`src/rtl/pick_pkg.sv`:
```
package pick_pkg;
  localparam int NUM_LINES = 32;
  localparam int PRIO_W = 8;
  localparam int GRP_W = 2;
  localparam int ID_W = 16;
  localparam int IDX_W = $clog2(NUM_LINES);
  localparam logic [PRIO_W-1:0] IDLE_PRIO = '1;

  typedef struct packed {
    logic load;   // latch start state
    logic scan;   // evaluate line at idx
    logic merge;  // external compare, finish
  } strobe_t;
endpackage

```
`src/rtl/pick_ctrl.sv`:
```
module pick_ctrl
  import pick_pkg::*;
(
  input  logic             clk,
  input  logic             rst,
  input  logic             start,
  input  logic             pendZero,
  output strobe_t          stb,
  output logic [IDX_W-1:0] idx,
  output logic             busy
);
  typedef enum logic [1:0] {ST_IDLE, ST_SCAN, ST_MERGE} state_t;
  state_t state;

  always_comb begin
    stb.load  = start && (state == ST_IDLE);
    stb.scan  = (state == ST_SCAN);
    stb.merge = (state == ST_MERGE);
    busy      = (state != ST_IDLE);
  end

  always_ff @(posedge clk) begin
    if (rst) begin
      state <= ST_IDLE;
      idx   <= '0;
    end else begin
      case (state)
        ST_IDLE: if (stb.load) begin
          idx   <= '0;
          state <= pendZero ? ST_MERGE : ST_SCAN;
        end
        ST_SCAN: begin
          if (idx == IDX_W'(NUM_LINES - 1)) state <= ST_MERGE;
          idx <= idx + 1'b1;
        end
        default: state <= ST_IDLE;
      endcase
    end
  end
endmodule

```
`src/rtl/pick_dp.sv`:
```
module pick_dp
  import pick_pkg::*;
#(
  parameter int MSG_BASE = 8192
) (
  input  logic                        clk,
  input  logic                        rst,
  input  strobe_t                     stb,
  input  logic [IDX_W-1:0]            idx,
  input  logic [NUM_LINES-1:0]        pendVec,
  input  logic [NUM_LINES*PRIO_W-1:0] prioFlat,
  input  logic [NUM_LINES*GRP_W-1:0]  groupFlat,
  input  logic [ID_W-1:0]             curId,
  input  logic [PRIO_W-1:0]           curPrio,
  input  logic [GRP_W-1:0]            curGrp,
  input  logic [ID_W-1:0]             extId,
  input  logic [PRIO_W-1:0]           extPrio,
  input  logic [GRP_W-1:0]            extGrp,
  input  logic                        extLocalEn,
  input  logic                        extGlobalEn,
  output logic [ID_W-1:0]             bestId,
  output logic [PRIO_W-1:0]           bestPrio,
  output logic [GRP_W-1:0]            bestGrp,
  output logic                        betterFound,
  output logic                        rescanReq,
  output logic                        done
);
  logic [NUM_LINES-1:0] pendLat;
  logic [ID_W-1:0]      initId;
  logic [PRIO_W-1:0]    initPrio;

  logic [PRIO_W-1:0] linePrio [NUM_LINES];
  logic [GRP_W-1:0]  lineGrp  [NUM_LINES];

  for (genvar g = 0; g < NUM_LINES; g++) begin : g_unpack
    assign linePrio[g] = prioFlat[g*PRIO_W +: PRIO_W];
    assign lineGrp[g]  = groupFlat[g*GRP_W +: GRP_W];
  end

  function automatic logic beats(input logic [PRIO_W-1:0] p, input logic [ID_W-1:0] id,
                                 input logic [PRIO_W-1:0] refP, input logic [ID_W-1:0] refId);
    return (p < refP) || ((p == refP) && (id <= refId));
  endfunction

  logic [ID_W-1:0] lineId;
  logic lineWin, extWin, extFound, initInRange;

  always_comb begin
    lineId      = ID_W'(idx);
    lineWin     = pendLat[idx] && beats(linePrio[idx], lineId, bestPrio, bestId);
    extWin      = extLocalEn && extGlobalEn && (extPrio != IDLE_PRIO) &&
                  beats(extPrio, extId, bestPrio, bestId);
    extFound    = betterFound || extWin;
    initInRange = (initId < ID_W'(NUM_LINES)) || (32'(initId) >= MSG_BASE);
  end

  always_ff @(posedge clk) begin
    if (rst) begin
      pendLat     <= '0;
      initId      <= '0;
      initPrio    <= IDLE_PRIO;
      bestId      <= '0;
      bestPrio    <= IDLE_PRIO;
      bestGrp     <= '0;
      betterFound <= 1'b0;
      rescanReq   <= 1'b0;
      done        <= 1'b0;
    end else begin
      done <= stb.merge;
      if (stb.load) begin
        pendLat     <= pendVec;
        initId      <= curId;
        initPrio    <= curPrio;
        bestId      <= curId;
        bestPrio    <= curPrio;
        bestGrp     <= curGrp;
        betterFound <= 1'b0;
        rescanReq   <= 1'b0;
      end
      if (stb.scan && lineWin) begin
        bestId      <= lineId;
        bestPrio    <= linePrio[idx];
        bestGrp     <= lineGrp[idx];
        betterFound <= 1'b1;
      end
      if (stb.merge) begin
        if (extWin) begin
          bestId   <= extId;
          bestPrio <= extPrio;
          bestGrp  <= extGrp;
        end
        betterFound <= extFound;
        rescanReq   <= !extFound && (initPrio != IDLE_PRIO) && initInRange;
      end
    end
  end
endmodule

```
`src/rtl/pvt_irq_picker.sv`:
```
module pvt_irq_picker
  import pick_pkg::*;
#(
  parameter int MSG_BASE = 8192
) (
  input  logic                        clk,
  input  logic                        rst,
  input  logic                        start,
  input  logic [NUM_LINES-1:0]        pendVec,
  input  logic [NUM_LINES*PRIO_W-1:0] prioFlat,
  input  logic [NUM_LINES*GRP_W-1:0]  groupFlat,
  input  logic [ID_W-1:0]             curId,
  input  logic [PRIO_W-1:0]           curPrio,
  input  logic [GRP_W-1:0]            curGrp,
  input  logic [ID_W-1:0]             extId,
  input  logic [PRIO_W-1:0]           extPrio,
  input  logic [GRP_W-1:0]            extGrp,
  input  logic                        extLocalEn,
  input  logic                        extGlobalEn,
  output logic [ID_W-1:0]             bestId,
  output logic [PRIO_W-1:0]           bestPrio,
  output logic [GRP_W-1:0]            bestGrp,
  output logic                        betterFound,
  output logic                        rescanReq,
  output logic                        done,
  output logic                        busy
);
  strobe_t          stb;
  logic [IDX_W-1:0] idx;

  pick_ctrl u_ctrl (
    .clk(clk), .rst(rst), .start(start), .pendZero(pendVec == '0),
    .stb(stb), .idx(idx), .busy(busy)
  );

  pick_dp #(.MSG_BASE(MSG_BASE)) u_dp (
    .clk(clk), .rst(rst), .stb(stb), .idx(idx),
    .pendVec(pendVec), .prioFlat(prioFlat), .groupFlat(groupFlat),
    .curId(curId), .curPrio(curPrio), .curGrp(curGrp),
    .extId(extId), .extPrio(extPrio), .extGrp(extGrp),
    .extLocalEn(extLocalEn), .extGlobalEn(extGlobalEn),
    .bestId(bestId), .bestPrio(bestPrio), .bestGrp(bestGrp),
    .betterFound(betterFound), .rescanReq(rescanReq), .done(done)
  );
endmodule

```
`config.mk`:
```
export PLATFORM = sky130hd
export DESIGN_NAME = pvt_irq_picker
export DESIGN_NICKNAME = d
export VERILOG_FILES = /design/src/rtl/pick_pkg.sv /design/src/rtl/pick_ctrl.sv /design/src/rtl/pick_dp.sv /design/src/rtl/pvt_irq_picker.sv
export SDC_FILE = /design/constraint.sdc
export NUM_CORES = 1
export LEC_CHECK = 0
export BUFFER_PORTS_ARGS = -buffer_cell sky130_fd_sc_hd__buf_2
export CORE_AREA = 4 4 167 169
export DETAILED_ROUTE_END_ITERATION = 7
export DIE_AREA = 0 0 171 173
export PLACE_DENSITY = 0.69
export SLEW_MARGIN = 20
export SYNTH_ARGS = -nofsm -noshare
export SYNTH_HDL_FRONTEND = slang
export SYNTH_SLANG_ARGS = --single-unit
```
`constraint.sdc`:
```
create_clock -name clk -period 4 [get_ports clk]
set_input_delay 0.4 -clock clk [delete_from_list [all_inputs] [get_ports clk]]
set_output_delay 0.4 -clock clk [all_outputs]
set_load 0.01 [all_outputs]
```
==> summary.txt <==
Run status
  • Status: completed

Yosys
  • Syn. warnings: 0
  • Cells after Synth: 828
  • Synth area leader: dfxtp_1
  • Synth area leaders: dfxtp_1 (23%), mux4_2 (16%), mux2i_1 (7.8%)
  • Synthesized area: 0.00754 sq mm
  • Post-synthesis sequential area ratio: 23.1%
  • Yosys top cell area share: 23.1%
  • Syn Nets: 1276
  • Syn_area_per_cell: 9.10 sq um
  • Primary FF master, synth: dfxtp_1
  • Distinct cells, synth: 52
  • Ys async rst share: 0%
  • Post-synth EDFFs: 0
  • #FFs+latches synth: 87

Pwr
  • Leak Pwr: 4.66 nW
  • Psw: 0.000880 W
  • Comb power frac: 32.5%
  • Maximum VDD drop: 0.183 mV
  • Clock share of power: 33.7%
  • Sw Ratio: 31.0%
  • Power Dens Cells: 266 mW/mm^2
  • Internal Pwr Total: 0.00196 W
  • Sequential share of power: 33.9%

Min path
  • Type of the worst min-delay path: primary input to flip-flop
  • Worst hold start: curPrio[2]
  • Hold Crit Depth: 3
  • Endpoint, Worst Hold: u_dp.initPrio[2]

Setup path
  • CP Max Fanout: 9
  • CP endpoint kind: flip-flop
  • Critical path's largest stage delay: 0.52 ns
  • CP max-delay cell: or4b_4
  • Worst path arrival time: 4.06 ns
  • Startpoint Class: flip-flop
  • FF-to-FF Start: u_ctrl.idx[0]
  • Reg2reg path depth: 14
  • Worst Path Required: 4.24 ns
  • Reg-to-reg endpoint: u_dp.bestPrio[7]
  • R2R Setup Slk: 0.18 ns
  • CP Class: flip-flop to flip-flop
  • CP cell instances: buf_12, mux4_2, nor2b_1, nor3_1, a211oi_1, or2_1, ha_1, a21oi_1, a21oi_1, or4b_4, a21oi_4, buf_12, mux2i_2, o21ai_1

Floorplan
  • Die span in y: 173 microns
  • Initial Utilization: 28.4%
  • Core ar.: 0.0266 sq mm
  • Die width: 171 microns
  • Placement Rows: 60
  • Die area: 0.0296 sq mm
  • Boundary pin count: 439

Placed design
  • GP Congestion: 0.957
  • DP Worst Slack: -0.106 ns
  • IO Port Bufs: 438
  • Dpl cells: 1581
  • Hpwl dp: 30.4 mm

STA
  • Post-route setup slack: 0.176 ns
  • Slew HR: 50.7%
  • Final clock skew: 0.0112 ns
  • Max-slew violation count: 0
  • Crit share post-route: 95.6%
  • Pin slew with the least headroom to its limit: 0.740 ns
  • Final setup vio count: 0
  • Unrepaired setup endpoints after global routing: false
  • Fin. Hold Viols: 0
  • FMAX: 262 MHz
  • Clock period minus worst slack: 3.82 ns

Route
  • DRT Pass-1 Iters: 4
  • Wirelength per Cell: 22.2 microns
  • Total wire length: 35.8 mm
  • Vias: 8539
  • Via-to-Cell Ratio: 5.30
  • Initial DRC Count: 584
  • DRC violations left: 0
  • Antenna Nets Post-Route: 0

Clock tree
  • CTS buffer count: 9
  • Worst skew pair latency: 0.35 ns
  • Clock transition at path regs: 0.08 ns
  • TritonCTS Sinks: 87
  • CTS tree: done
  • Clk Tree Root Cell: clkbuf_16
  • Clock tree buffer depth: 2
  • Hold_buf cts: 0
  • Htree depth: 3

Layout
  • Nets: 1703
  • Share of layout cells above drive strength 1: 45.3%
  • Finished Layout Cells: 1612
  • Area delta synth->final: 41.5%
  • Commonest non-fill, non-tap cell in the layout: buf_2
  • Most frequent cells in the layout: buf_2 (438), nand2_1 (147), a21oi_1 (90)

Global routing
  • Global-route usage over all layers: 23.1%
  • Vias in the first global route: 8672
  • Largest net degree at the start of global routing: 55
  • Initial antenna violation count: 11
  • First-pass GRT wire length: 52.0 mm
  • Total grt overflow: 0

Flow run
  • Max-cap viol count: 0
## logic make-up after synthesis
| group | after synthesis | share of synthesized area (%) |
|---|---|---|
| fa+ha+maj | 39 | 6.48 |
| simple gates | 260 | 16.2 |
| mux | 130 | 30.0 |
| compound gates | 215 | 17.9 |
| flops | 87 | 23.1 |
| buf+inv | 97 | 6.34 |
## stage by stage
step / utilization (%) / hold slack (ns) / TNS (ns) / total power, W / cell area, sq um
floorplan: - / 0.432 / 0 / 0.00147 / 7540
global placement: 38.5 / 0.441 / -0.167 / 0.00187 / 10200
detailed placement: 38.5 / 0.446 / -1.37 / 0.00189 / 10200
CTS: 40.0 / 0.290 / 0 / 0.00285 / 10600
global route: 40.1 / 0.300 / 0 / 0.00298 / 10700
finish: 40.1 / 0.304 / 0 / 0.00284 / 10700
## sequential cells by signal, summed over array words and instances, names as in the netlist
| name | count |
|---|---|
| u_dp.initId | 11 |
| u_dp.done | 1 |
| u_dp.bestGrp | 2 |
| u_dp.pendLat | 32 |
| u_dp.bestId | 16 |
| u_ctrl.state | 2 |
| u_dp.betterFound | 1 |
| u_dp.bestPrio | 8 |
| u_dp.rescanReq | 1 |
| u_dp.initPrio | 8 |
| u_ctrl.idx | 5 |
## cell usage after synthesis, types with 3 or more instances
| cell type | instances |
|---|---|
| o22ai_1 | 8 |
| o21ai_0 | 25 |
| mux4_2 | 52 |
| nand2_1 | 148 |
| nor2_1 | 16 |
| buf_6 | 11 |
| clkbuf_1 | 35 |
| nand3_1 | 4 |
| or2_1 | 7 |
| a211oi_1 | 12 |
| nand2b_1 | 3 |
| nand4_1 | 12 |
| o221ai_1 | 16 |
| buf_2 | 16 |
| ha_1 | 39 |
| mux4_1 | 19 |
| mux2i_1 | 59 |
| a211o_1 | 13 |
| a21oi_1 | 91 |
| o21ai_1 | 13 |
| buf_1 | 4 |
| nor4_1 | 13 |
| nand3b_1 | 13 |
| dfxtp_1 | 87 |
| or2_2 | 3 |
| a22oi_1 | 3 |
| nor3_1 | 13 |
| a31oi_1 | 6 |
| o211ai_1 | 6 |
| nor2b_1 | 18 |
| inv_1 | 28 |
| a21o_1 | 6 |
| and3_1 | 3 |
## power groups by stage
| stage | combinational, W | sequential, W | clock (W) |
|---|---|---|---|
| floorplan | 0.000491 | 0.000979 | 0 |
| global route | 0.00101 | 0.000966 | 0.000999 |
| CTS | 0.000923 | 0.000959 | 0.000972 |
| finish | 0.000921 | 0.000960 | 0.000955 |
| global placement | 0.000887 | 0.000982 | 0 |
| detailed placement | 0.000904 | 0.000985 | 0 |
## per-layer routing
| layer | vias up | GRT usage [%] | share of wire (%) |
|---|---|---|---|
| met2 | 415 | 39.1 | 50 |
| met5 | - | 0 | 0 |
| met3 | 46 | 4.23 | 7.2 |
| met1 | 4048 | 28.9 | 40 |
| li1 | 4030 | - | - |
| met4 | 0 | 9.08 | 3.4 |
## repair_timing
action | CTS | global route
endpoints found under the setup margin | 27 | 27
buffers inserted | 4 | 0
pin swaps | 0 | 1
resized for setup | 0 | 7
## final cells by class
class	count	area [sq um]
diodes	11	27.5
fillers	2746	15900
repair buffers	485	2670
multi-input cells	644	5340
well taps	341	427
clock buffers	9	225
inverters	28	105
flip-flops and latches	87	1750
clock inverters	7	108
## critical path, delay by kind of cell, from the launching register on
kind / cells / cell delay [ns]
AOI/OAI and AO/OA: 5 / 0.74
adders and majority gates: 1 / 0.31
buffers and inverters: 2 / 0.33
DFF: 1 / 0.39
muxes: 2 / 0.69
and+or+nand+nor: 4 / 1.26
## worst max path at each step
| stage | depth (start not counted) | endpoint | startpoint |
|---|---|---|---|
| floorplan | 16 | u_dp.bestPrio[4] | u_ctrl.idx[0] |
| global placement | 13 | u_dp.bestId[2] | u_ctrl.idx[0] |
| detailed placement | 14 | u_dp.bestPrio[7] | u_ctrl.idx[0] |
| CTS | 14 | u_dp.bestPrio[7] | u_ctrl.idx[0] |
| global route | 14 | u_dp.bestPrio[2] | u_ctrl.idx[0] |
| finish | 14 | u_dp.bestPrio[7] | u_ctrl.idx[0] |
No activity file was read; power rests on OpenSTA's default activity.
